===== config.mk =====
export PLATFORM = sky130hd
export DESIGN_NAME = spi_eeprom_ctrl
export DESIGN_NICKNAME = d
export VERILOG_FILES = /design/src/rtl/spi_eeprom_pkg.sv /design/src/rtl/spi_eeprom_tick.sv /design/src/rtl/spi_eeprom_shifter.sv /design/src/rtl/spi_eeprom_ctrl.sv
export SDC_FILE = /design/constraint.sdc
export NUM_CORES = 1
export LEC_CHECK = 0
export CAP_MARGIN = 25
export CORE_ASPECT_RATIO = 2
export CORE_UTILIZATION = 45
export CTS_CLUSTER_DIAMETER = 80
export DETAILED_ROUTE_END_ITERATION = 8
export DONT_BUFFER_PORTS = 1
export GPL_ROUTABILITY_DRIVEN = 0
export PLACE_DENSITY_LB_ADDON = 0.1
export SETUP_SLACK_MARGIN = 0.05
export SLEW_MARGIN = 30
export SYNTH_ARGS = -nofsm -noshare
export SYNTH_HDL_FRONTEND = slang
export SYNTH_SLANG_ARGS = --single-unit

===== constraint.sdc =====
create_clock -name clk_i -period 6.4 [get_ports clk_i]
set_clock_uncertainty 0.05 [all_clocks]
set_input_delay 0.32 -clock clk_i [delete_from_list [all_inputs] [get_ports clk_i]]
set_output_delay 0.32 -clock clk_i [all_outputs]
set_load 0.03 [all_outputs]

===== src/rtl/spi_eeprom_pkg.sv =====
package spi_eeprom_pkg;

  localparam int unsigned LEN_W = 5;

  typedef enum logic [3:0] {
    ST_IDLE,
    ST_POLL_OP,
    ST_POLL_IN,
    ST_POLL_GAP,
    ST_WREN,
    ST_WREN_GAP,
    ST_CMD,
    ST_ADDR,
    ST_RD,
    ST_WR,
    ST_PAGE_GAP
  } ctrl_state_e;

  function automatic logic [15:0] swap16(input logic [15:0] w);
    return {w[7:0], w[15:8]};
  endfunction

endpackage


===== src/rtl/spi_eeprom_tick.sv =====
module spi_eeprom_tick #(
  parameter int unsigned DIV_W = 4
) (
  input  logic             clk_i,
  input  logic             rst_ni,
  input  logic             clear_i,
  input  logic [DIV_W-1:0] div_i,
  output logic             tick_o
);

  logic [DIV_W-1:0] cnt_q;
  logic [DIV_W-1:0] lim;

  assign lim    = (div_i == '0) ? '0 : div_i - 1'b1;
  assign tick_o = (cnt_q >= lim);

  always_ff @(posedge clk_i or negedge rst_ni) begin
    if (!rst_ni)      cnt_q <= '0;
    else if (clear_i) cnt_q <= '0;
    else if (tick_o)  cnt_q <= '0;
    else              cnt_q <= cnt_q + 1'b1;
  end

endmodule


===== src/rtl/spi_eeprom_shifter.sv =====
module spi_eeprom_shifter
  import spi_eeprom_pkg::*;
(
  input  logic             clk_i,
  input  logic             rst_ni,
  input  logic             start_i,
  input  logic [LEN_W-1:0] len_i,
  input  logic [15:0]      data_i,
  input  logic             tick_i,
  input  logic             miso_i,
  output logic             sck_o,
  output logic             mosi_o,
  output logic             busy_o,
  output logic             done_o,
  output logic [15:0]      rx_o
);

  logic             busy_q, sck_q, done_q;
  logic [15:0]      tx_q, rx_q;
  logic [LEN_W-1:0] cnt_q;

  always_ff @(posedge clk_i or negedge rst_ni) begin
    if (!rst_ni) begin
      busy_q <= 1'b0;
      sck_q  <= 1'b0;
      done_q <= 1'b0;
      tx_q   <= '1;
      rx_q   <= '0;
      cnt_q  <= '0;
    end else begin
      done_q <= 1'b0;
      if (start_i) begin
        busy_q <= 1'b1;
        sck_q  <= 1'b0;
        tx_q   <= data_i << (LEN_W'(16) - len_i);  // left-align field
        rx_q   <= '0;
        cnt_q  <= len_i;
      end else if (busy_q && tick_i) begin
        if (!sck_q) begin
          sck_q <= 1'b1;
          rx_q  <= {rx_q[14:0], miso_i};
        end else begin
          sck_q <= 1'b0;
          tx_q  <= {tx_q[14:0], 1'b1};
          cnt_q <= cnt_q - 1'b1;
          if (cnt_q == LEN_W'(1)) begin
            busy_q <= 1'b0;
            done_q <= 1'b1;
          end
        end
      end
    end
  end

  assign sck_o  = sck_q;
  assign mosi_o = busy_q ? tx_q[15] : 1'b1;
  assign busy_o = busy_q;
  assign done_o = done_q;
  assign rx_o   = rx_q;

  AST_SCK_ONLY_IN_FIELD: assert property (@(posedge clk_i) disable iff (!rst_ni)
    sck_q |-> busy_q) else $error("sck high outside a field");
  AST_MOSI_STABLE_SCK_HIGH: assert property (@(posedge clk_i) disable iff (!rst_ni)
    (sck_q && $past(sck_q)) |-> $stable(mosi_o)) else $error("mosi moved with sck high");
  AST_FIELD_NONEMPTY: assert property (@(posedge clk_i) disable iff (!rst_ni)
    busy_q |-> (cnt_q != '0)) else $error("empty field in flight");

endmodule


===== src/rtl/spi_eeprom_ctrl.sv =====
module spi_eeprom_ctrl
  import spi_eeprom_pkg::*;
#(
  parameter int unsigned ADDR_BITS  = 8,
  parameter int unsigned PAGE_BYTES = 16,
  parameter int unsigned MAX_POLLS  = 8,
  parameter int unsigned DIV_W      = 4,
  parameter logic [7:0]  OP_READ    = 8'h03,
  parameter logic [7:0]  OP_WRITE   = 8'h02,
  parameter logic [7:0]  OP_WREN    = 8'h06,
  parameter logic [7:0]  OP_RDSR    = 8'h05,
  parameter logic [7:0]  OP_A8      = 8'h08
) (
  input  logic                 clk_i,
  input  logic                 rst_ni,
  input  logic [DIV_W-1:0]     clk_div_i,
  input  logic                 req_valid_i,
  input  logic                 req_write_i,
  input  logic [ADDR_BITS-1:0] req_offset_i,
  input  logic [ADDR_BITS:0]   req_count_i,
  input  logic [15:0]          wdata_i,
  output logic                 wdata_take_o,
  output logic [15:0]          rdata_o,
  output logic                 rdata_valid_o,
  output logic                 busy_o,
  output logic                 done_o,
  output logic                 error_o,
  output logic                 spi_sck_o,
  output logic                 spi_cs_no,
  output logic                 spi_mosi_o,
  input  logic                 spi_miso_i
);

  localparam int unsigned OFF_W    = ADDR_BITS;
  localparam int unsigned CNT_W    = OFF_W + 1;
  localparam int unsigned WPP_BITS = $clog2(PAGE_BYTES) - 1;
  localparam int unsigned POLL_W   = $clog2(MAX_POLLS + 1);
  localparam bit          USE_A8   = (ADDR_BITS == 8);

  ctrl_state_e       state_q;
  logic              armed_q, is_wr_q, dev_busy_q;
  logic [OFF_W-1:0]  cur_q, cur_nxt;
  logic [CNT_W-1:0]  rem_q;
  logic [POLL_W-1:0] poll_q;
  logic [15:0]       rdata_q;
  logic              rvalid_q, done_q, err_q;

  logic              sh_start, sh_done, sh_busy, gap_arm, tick;
  logic [LEN_W-1:0]  sh_len;
  logic [15:0]       sh_data, sh_rx, addr16;
  logic [7:0]        cmd_op;
  logic              a8, page_end, in_gap;

  assign cur_nxt  = cur_q + 1'b1;
  assign page_end = (cur_nxt[WPP_BITS-1:0] == '0);
  assign a8       = USE_A8 && cur_q[OFF_W-1];
  assign cmd_op   = (is_wr_q ? OP_WRITE : OP_READ) | (a8 ? OP_A8 : 8'h00);
  assign addr16   = 16'({cur_q, 1'b0});
  assign in_gap   = (state_q == ST_POLL_GAP) || (state_q == ST_WREN_GAP) ||
                    (state_q == ST_PAGE_GAP);

  always_comb begin
    sh_start = 1'b0;
    gap_arm  = 1'b0;
    sh_len   = LEN_W'(8);
    sh_data  = 16'h0000;
    unique case (state_q)
      ST_POLL_OP: begin sh_data = {8'h00, OP_RDSR}; sh_start = !armed_q; end
      ST_POLL_IN: sh_start = !armed_q;
      ST_WREN:    begin sh_data = {8'h00, OP_WREN}; sh_start = !armed_q; end
      ST_CMD:     begin sh_data = {8'h00, cmd_op};  sh_start = !armed_q; end
      ST_ADDR:    begin sh_len = LEN_W'(ADDR_BITS); sh_data = addr16; sh_start = !armed_q; end
      ST_RD:      begin sh_len = LEN_W'(16); sh_start = !armed_q; end
      ST_WR:      begin sh_len = LEN_W'(16); sh_data = swap16(wdata_i); sh_start = !armed_q; end
      ST_POLL_GAP, ST_WREN_GAP, ST_PAGE_GAP: gap_arm = !armed_q;
      default: ;
    endcase
  end

  spi_eeprom_tick #(.DIV_W(DIV_W)) i_tick (
    .clk_i   (clk_i),
    .rst_ni  (rst_ni),
    .clear_i (sh_start | gap_arm),
    .div_i   (clk_div_i),
    .tick_o  (tick)
  );

  spi_eeprom_shifter i_shifter (
    .clk_i   (clk_i),
    .rst_ni  (rst_ni),
    .start_i (sh_start),
    .len_i   (sh_len),
    .data_i  (sh_data),
    .tick_i  (tick),
    .miso_i  (spi_miso_i),
    .sck_o   (spi_sck_o),
    .mosi_o  (spi_mosi_o),
    .busy_o  (sh_busy),
    .done_o  (sh_done),
    .rx_o    (sh_rx)
  );

  always_ff @(posedge clk_i or negedge rst_ni) begin
    if (!rst_ni) begin
      state_q    <= ST_IDLE;
      armed_q    <= 1'b0;
      is_wr_q    <= 1'b0;
      dev_busy_q <= 1'b0;
      cur_q      <= '0;
      rem_q      <= '0;
      poll_q     <= '0;
      rdata_q    <= '0;
      rvalid_q   <= 1'b0;
      done_q     <= 1'b0;
      err_q      <= 1'b0;
    end else begin
      done_q   <= 1'b0;
      err_q    <= 1'b0;
      rvalid_q <= 1'b0;
      if (sh_start || gap_arm) armed_q <= 1'b1;
      unique case (state_q)
        ST_IDLE: if (req_valid_i) begin
          if (req_count_i == '0) begin
            done_q <= 1'b1;
          end else begin
            is_wr_q <= req_write_i;
            cur_q   <= req_offset_i;
            rem_q   <= req_count_i;
            poll_q  <= '0;
            armed_q <= 1'b0;
            state_q <= ST_POLL_OP;
          end
        end
        ST_POLL_OP: if (armed_q && sh_done) begin
          armed_q <= 1'b0;
          state_q <= ST_POLL_IN;
        end
        ST_POLL_IN: if (armed_q && sh_done) begin
          armed_q    <= 1'b0;
          dev_busy_q <= sh_rx[0];
          state_q    <= ST_POLL_GAP;
        end
        ST_POLL_GAP: if (armed_q && tick) begin
          armed_q <= 1'b0;
          if (!dev_busy_q) begin
            state_q <= is_wr_q ? ST_WREN : ST_CMD;
          end else if (poll_q == POLL_W'(MAX_POLLS - 1)) begin
            state_q <= ST_IDLE;
            done_q  <= 1'b1;
            err_q   <= 1'b1;
          end else begin
            poll_q  <= poll_q + 1'b1;
            state_q <= ST_POLL_OP;
          end
        end
        ST_WREN: if (armed_q && sh_done) begin
          armed_q <= 1'b0;
          state_q <= ST_WREN_GAP;
        end
        ST_WREN_GAP: if (armed_q && tick) begin
          armed_q <= 1'b0;
          state_q <= ST_CMD;
        end
        ST_CMD: if (armed_q && sh_done) begin
          armed_q <= 1'b0;
          state_q <= ST_ADDR;
        end
        ST_ADDR: if (armed_q && sh_done) begin
          armed_q <= 1'b0;
          state_q <= is_wr_q ? ST_WR : ST_RD;
        end
        ST_RD: if (armed_q && sh_done) begin
          armed_q  <= 1'b0;
          rdata_q  <= swap16(sh_rx);
          rvalid_q <= 1'b1;
          rem_q    <= rem_q - 1'b1;
          if (rem_q == CNT_W'(1)) begin
            state_q <= ST_IDLE;
            done_q  <= 1'b1;
          end
        end
        ST_WR: if (armed_q && sh_done) begin
          armed_q <= 1'b0;
          cur_q   <= cur_nxt;
          rem_q   <= rem_q - 1'b1;
          if (rem_q == CNT_W'(1)) begin
            state_q <= ST_IDLE;
            done_q  <= 1'b1;
          end else if (page_end) begin
            state_q <= ST_PAGE_GAP;
          end
        end
        ST_PAGE_GAP: if (armed_q && tick) begin
          armed_q <= 1'b0;
          poll_q  <= '0;
          state_q <= ST_POLL_OP;
        end
        default: state_q <= ST_IDLE;
      endcase
    end
  end

  assign spi_cs_no     = (state_q == ST_IDLE) || in_gap;
  assign wdata_take_o  = (state_q == ST_WR) && !armed_q;
  assign rdata_o       = rdata_q;
  assign rdata_valid_o = rvalid_q;
  assign busy_o        = (state_q != ST_IDLE);
  assign done_o        = done_q;
  assign error_o       = err_q;

  AST_SCK_LOW_DESELECTED: assert property (@(posedge clk_i) disable iff (!rst_ni)
    spi_cs_no |-> !spi_sck_o) else $error("sck high while deselected");
  AST_MOSI_HIGH_DESELECTED: assert property (@(posedge clk_i) disable iff (!rst_ni)
    spi_cs_no |-> spi_mosi_o) else $error("mosi low while deselected");
  AST_POLL_BOUND: assert property (@(posedge clk_i) disable iff (!rst_ni)
    poll_q < POLL_W'(MAX_POLLS)) else $error("poll count past limit");
  AST_ERR_WITH_DONE: assert property (@(posedge clk_i) disable iff (!rst_ni)
    error_o |-> done_o) else $error("error without done");
  AST_TAKE_ON_WRITE: assert property (@(posedge clk_i) disable iff (!rst_ni)
    wdata_take_o |-> (is_wr_q && !sh_busy)) else $error("take outside write");
  AST_RVALID_ON_READ: assert property (@(posedge clk_i) disable iff (!rst_ni)
    rdata_valid_o |-> !is_wr_q) else $error("read data during write");

endmodule


**Yosys cells after proc, flatten, opt, wreduce, memory -nomap -nowiden**

Index checks and enable logic that the tools add are counted.

- Bits in registers: 91
- Output and inout port bits: 24

- $add $sub $neg: 7
- Order comparisons: 1
- Equal/unequal tests: 31
- Shifts and indexed selects: 1
- Muxes and demuxes: 82
- Bitwise operators: 3
- Reductions and logical operators: 33

Operator list:

| cell | number |
|---|---|
| $mux W4 | 25 |
| $mux W16 | 6 |
| $pmux W16 S5 | 1 |
| $pmux W4 S11 | 1 |
| $mux W1 | 32 |
| $mux W9 | 3 |
| $ne A2 B2 Y1 const B | 13 |
| $mux W8 | 3 |
| $eq A4 B3 Y1 const B | 5 |
| $mux W5 | 4 |
| $pmux W9 S2 | 1 |
| $pmux W8 S2 | 1 |
| $shl A16 B5 Y16 | 1 |
| $reduce_and A14 Y1 | 1 |
| $eq A4 B4 Y1 const B | 3 |
| $pmux W4 S3 | 1 |
| $reduce_bool A2 Y1 | 5 |
| $eq A9 B1 Y1 const B | 1 |
| $logic_not A9 Y1 | 1 |
| $sub A9 B1 Y9 const B | 1 |
| $add A4 B1 Y4 const B | 2 |
| $add A8 B1 Y8 const B | 1 |
| $eq A4 B2 Y1 const B | 2 |
| $logic_not A4 Y1 | 2 |
| other kinds (27) | 42 |

**Depth between registers and ports, before layout**

- Depth after elaboration: 8
- Mapped depth: 11

**Hierarchy**

Synthesis repeated with hierarchy kept, for this count alone.

- Cells, all modules: 595
- Area total of the unflattened synthesis: 5652.9 um2

By module, submodules not included:

| module | times used | cells an instance | area an instance (um2) | sequential area each (um2) |
|---|---|---|---|---|
| spi_eeprom_ctrl | 1 | 304 | 2832.7 | 1176.1 |
| spi_eeprom_shifter | 1 | 259 | 2523.7 | 1021.0 |
| spi_eeprom_tick | 1 | 32 | 296.5 | 100.1 |

**Worst setup path before layout**

No wires, ideal clock.

- Path type: input to register
- Start point: input clk_div_i[1]
- End point: register state_q[0]
- Library setup time: 0.125 ns
- Data arrival time: 2.353 ns
- Required time: 6.225 ns
- Setup slack: 3.872 ns
- Stages on the path: 9
- Path buffers: 0
- Cell sequence: or2_2 > nor3b_1 > a21oi_1 > ha_1 > a2111o_1 > and2_1 > o211a_1 > o21ai_2 > mux2_2

- Word-level cells in the longest chain between the ends: 6
- Elaborated cells between the ends (all ways): 9
- Those cells by class: add/sub (1); order compare (1); eq/ne (3); mux (1); reduce/logical (3)

Ends and longest elaborated chain:

| element | line | text |
|---|---|---|
| start: declaration | spi_eeprom_ctrl.sv:16 | `input logic [DIV_W-1:0] clk_div_i,` |
| $sub A4 B1 Y4 / $logic_not A4 Y1 (equally long branches) | spi_eeprom_tick.sv:14 | `assign lim = (div_i == '0) ? '0 : div_i - 1'b1;` |
| $mux W4 * | spi_eeprom_tick.sv:14 |  |
| $ge A4 B4 Y1 * | spi_eeprom_tick.sv:15 | `assign tick_o = (cnt_q >= lim);` |
| $logic_and A1 B1 Y1 * | spi_eeprom_ctrl.sv:143, spi_eeprom_ctrl.sv:160, spi_eeprom_ctrl.sv:193 |  |
| $ne A2 B1 Y1 (no line) | n/a |  |
| $reduce_and A14 Y1 (no line) * | n/a |  |
| end signal: assignment | spi_eeprom_ctrl.sv:146 | `state_q <= is_wr_q ? ST_WREN : ST_CMD;` |
| end signal: assignment | spi_eeprom_ctrl.sv:170 | `state_q <= is_wr_q ? ST_WR : ST_RD;` |
| end: declaration | spi_eeprom_ctrl.sv:40 | `ctrl_state_e state_q;` |

Mark *: on every way between the ends. The rest lies on a longest branch, timed or not.
A chain may end at the register's enable or synchronous reset.

**Final worst setup path**

- Start point: register state_q[3]
- End point: output wdata_take_o

- Word-level cells in the longest chain between the ends: 2

Ends and longest elaborated chain:

| element | line | text |
|---|---|---|
| $eq A4 B4 Y1 | spi_eeprom_ctrl.sv:204 | `assign wdata_take_o = (state_q == ST_WR) && !armed_q;` |
| $logic_and A1 B1 Y1 | spi_eeprom_ctrl.sv:204 |  |
| end: declaration | spi_eeprom_ctrl.sv:22 | `output logic wdata_take_o,` |

No other way between the ends.

==> results.md <==
* Status: finished, final reports clean
* I/O pin count at 66
* Count of warnings emitted by yosys at 0
* GRT Residual Overflow at 0
* Pwr Density at 474.1 mW/mm^2
* Diode insertion count for antenna repair at 0
* Post-detailed-route via-to-cell ratio at 5.867
* Sort of element at the start of the critical path: flop
* Worst vdd rail ir drop at 250.1 uV
* TritonCTS clock tree: yes
* Violation count after the first detailed-route iteration at 195
* Die extent in x at 75.07 um
* Placeable Area at 0.01048 sq mm
* Distinct cell type count of the synthesized netlist at 64
* Static power due to leakage at 0.002213 uW
* Fin. Hold Viols at 0
* Achievable frequency at 0.3292 GHz
* Post-synth net total at 543
* Vertical die dimension at 148.1 um
* Nets@finish at 527
* CTS Buf Count at 9
* Total via count after detailed routing at 3608
* Largest net degree at the start of global routing at 92
* Met2 WL at 5847 um
* DP Wirelength at 7774 um
* Worst path top cell family by delay: simple AND/OR/NAND/NOR gates
* Setup Total Neg Slack at 0 ps
* Antenna violations before repair at 0
* Post-layout min period at 3038 ps
* Critical path endpoint category: output port
* Post-synth top area share at 39.06%
* CTS clk-pin slew, worst paths at 60 ps
* Max stage delay cell, worst path: sky130_fd_sc_hd__dfrtp_1
* Overall die area at 0.01112 sq mm
* Flip-flop and latch count after synthesis at 91
* Sequential share of the synthesized area at 47.81%
* Number of sinks driven by the clock tree at 91
* Total number of H-tree levels at 3
* Critical Path Max Stage Delay at 870 ps
* Number of rows in the core area at 53
* Mean area per synthesized cell at 9.825 sq um
* Crit path required time at 6030 ps
* Sum of met3 wire segment lengths after detailed routing at 538 um
* Filler cell count in the final layout at 1024
* Top cells by area in the synthesized netlist: sky130_fd_sc_hd__dfrtp_1 39%, sky130_fd_sc_hd__dfstp_2 8.8%, sky130_fd_sc_hd__a21oi_1 5.1%
* Fin area at 0.005146 sq mm
* Total placed instance area at 0.004822 sq mm
* CTS max path bufs at 2
* WS Path Type: flop to output port
* Slew headroom at 43.08%
* Util after Layout at 49.12%
* Most common cell in the netlist: sky130_fd_sc_hd__dfrtp_1
* Starting utilization of the core area at 45.86%
* Worst path arrival time at 2670 ps
* Count of flip-flops with a built-in enable after synthesis at 0
* Fin crit share at 47.46%
* Class of the tightest hold or removal check: input pin to flop
* Cells along the critical path: nand4bb_1 -> nor2_2
* Netlist area before placement at 0.004805 sq mm
* Post-CTS setup buffers at 0
* CTS Root Buffer Type: sky130_fd_sc_hd__clkbuf_16
* Layout area overhead at 7.109%
* Detailed Routing Iterations Pass 1 at 5
* Sum of internal, switching and leakage power at 2440 uW
* Share of post-route cells with drive strength above 1 at 13.39%
* Pre-CTS setup slack at 3148 ps
* Ys async rst share at 100.0%
* Most common library cells after synthesis: 75 x sky130_fd_sc_hd__dfrtp_1, 49 x sky130_fd_sc_hd__a21oi_1, 40 x sky130_fd_sc_hd__nor2_1, 38 x sky130_fd_sc_hd__nand2_1, 30 x sky130_fd_sc_hd__o21ai_0
* Routed length on met1 at 4533 um
* Aggregate global-route resource usage at 21.18%
* Count of input and output buffers at 0
* Uppermost routed layer: met4
* Most common flop cell mapped by yosys: sky130_fd_sc_hd__dfrtp_1
* Final Max Tran Viols at 0
* Overall routed net length at 11080 um
* Setup repair after global routing missed its margin: no
* Clock latency at the later pin of the worst-skew pair at 340 ps
* Post-synth top area cell: sky130_fd_sc_hd__dfrtp_1
* WL per Instance at 18.01 um
* DRC violation count after routing at 0
* Worst setup slack after layout at 3362 ps
* Bufs and invs on worst path at 0
* First-pass GRT wire length at 17890 um
* Max-capacitance violation count at 0
* Number of endpoints failing setup at the final stage at 0
* Post-Syn Instances at 489
* Vias in the first global route at 3520
* Final antenna-violating net count at 0
* Transition time of the tightest slew-check pin at 852.9 ps
* Maximum net fanout on the critical path at 26
## registers in the layout, summed over array words and instances (netlist names)
register          cells
is_wr_q               1
i_shifter.tx_q       16
cur_q                 8
i_shifter.cnt_q       5
error_o               1
done_o                1
rdata_valid_o         1
armed_q               1
i_shifter.rx_o       16
i_shifter.busy_o      1
rdata_o              16
i_shifter.done_o      1
i_tick.cnt_q          4
poll_q                4
rem_q                 9
i_shifter.sck_o       1
state_q               4
dev_busy_q            1
## worst paths after layout
path                            slack [ps]                 to               from  cells past startpoint
worst min-delay path                    60           cur_q[0]    req_offset_i[0]                      2
worst max-delay path                  3360       wdata_take_o         state_q[3]                      2
worst max register to register        3390         rdata_o[4]         state_q[3]                      4
min in group asynchronous              490           rem_q[2]             rst_ni                      2
worst min register to register         420  i_shifter.tx_q[1]  i_shifter.tx_q[1]                      2
max in group asynchronous             5410  i_shifter.tx_q[9]             rst_ni                      2
## cell type report
| class | instances | area (sq um) | share of cell area, % |
|---|---|---|---|
| clock buffer | 10 | 229.0 | 4.449 |
| timing repair buffer | 2 | 37.54 | 0.7294 |
| tap | 137 | 171.4 | 3.331 |
| inverter | 14 | 52.55 | 1.021 |
| sequential | 91 | 2297 | 44.64 |
| multi-input combinational | 355 | 2313 | 44.96 |
| clock inverter | 6 | 45.04 | 0.8753 |
## metrics by stage
stage	hold slack [ps]	std cells
6_report	64.74	615
5_1_grt	63.41	615
4_1_cts	55.74	615
3_5_place_dp	-21.37	597
3_3_place_gp	-21.42	597
2_1_floorplan	-25.59	489
## per-layer routing
layer	GRT usage [%]	vias up
met3	4.810	14
met1	26.40	1749
met5	0	-
li1	-	1752
met2	35.59	93
met4	6.698	0
## cell usage in the layout, fill, tap and decap left out, drive strengths merged, types with 10 or more instances in the layout
master	count
a21oi	49
a22o	18
clkbuf	10
dfrtp	75
dfstp	16
ha	12
inv	18
mux2	19
nand2	38
nand2b	10
nand3	18
nor2	41
nor3	15
o21ai	32
## cell families after synthesis
logic type | share of synthesized area, %
xor gates and xnor gates | 2.005
DFF | 47.81
buffers and inverters | 4.323
and+or+nand+nor | 17.37
AOI/OAI and AO/OA | 20.70
adders and majority gates | 3.125
muxes | 4.662
## power by group
part	switching (uW)	leakage [uW]	internal (uW)
Sequential	231	0.00115	780
Combinational	564	0.000928	366
Clock	231	0.000134	267
## what timing repair did
item	CTS	global route
endpoints found under the hold margin	91	0
gates resized for setup	0	0
hold buffers	2	0
endpoints found under the setup margin	0	0
Power figures use the tool's default switching activity.
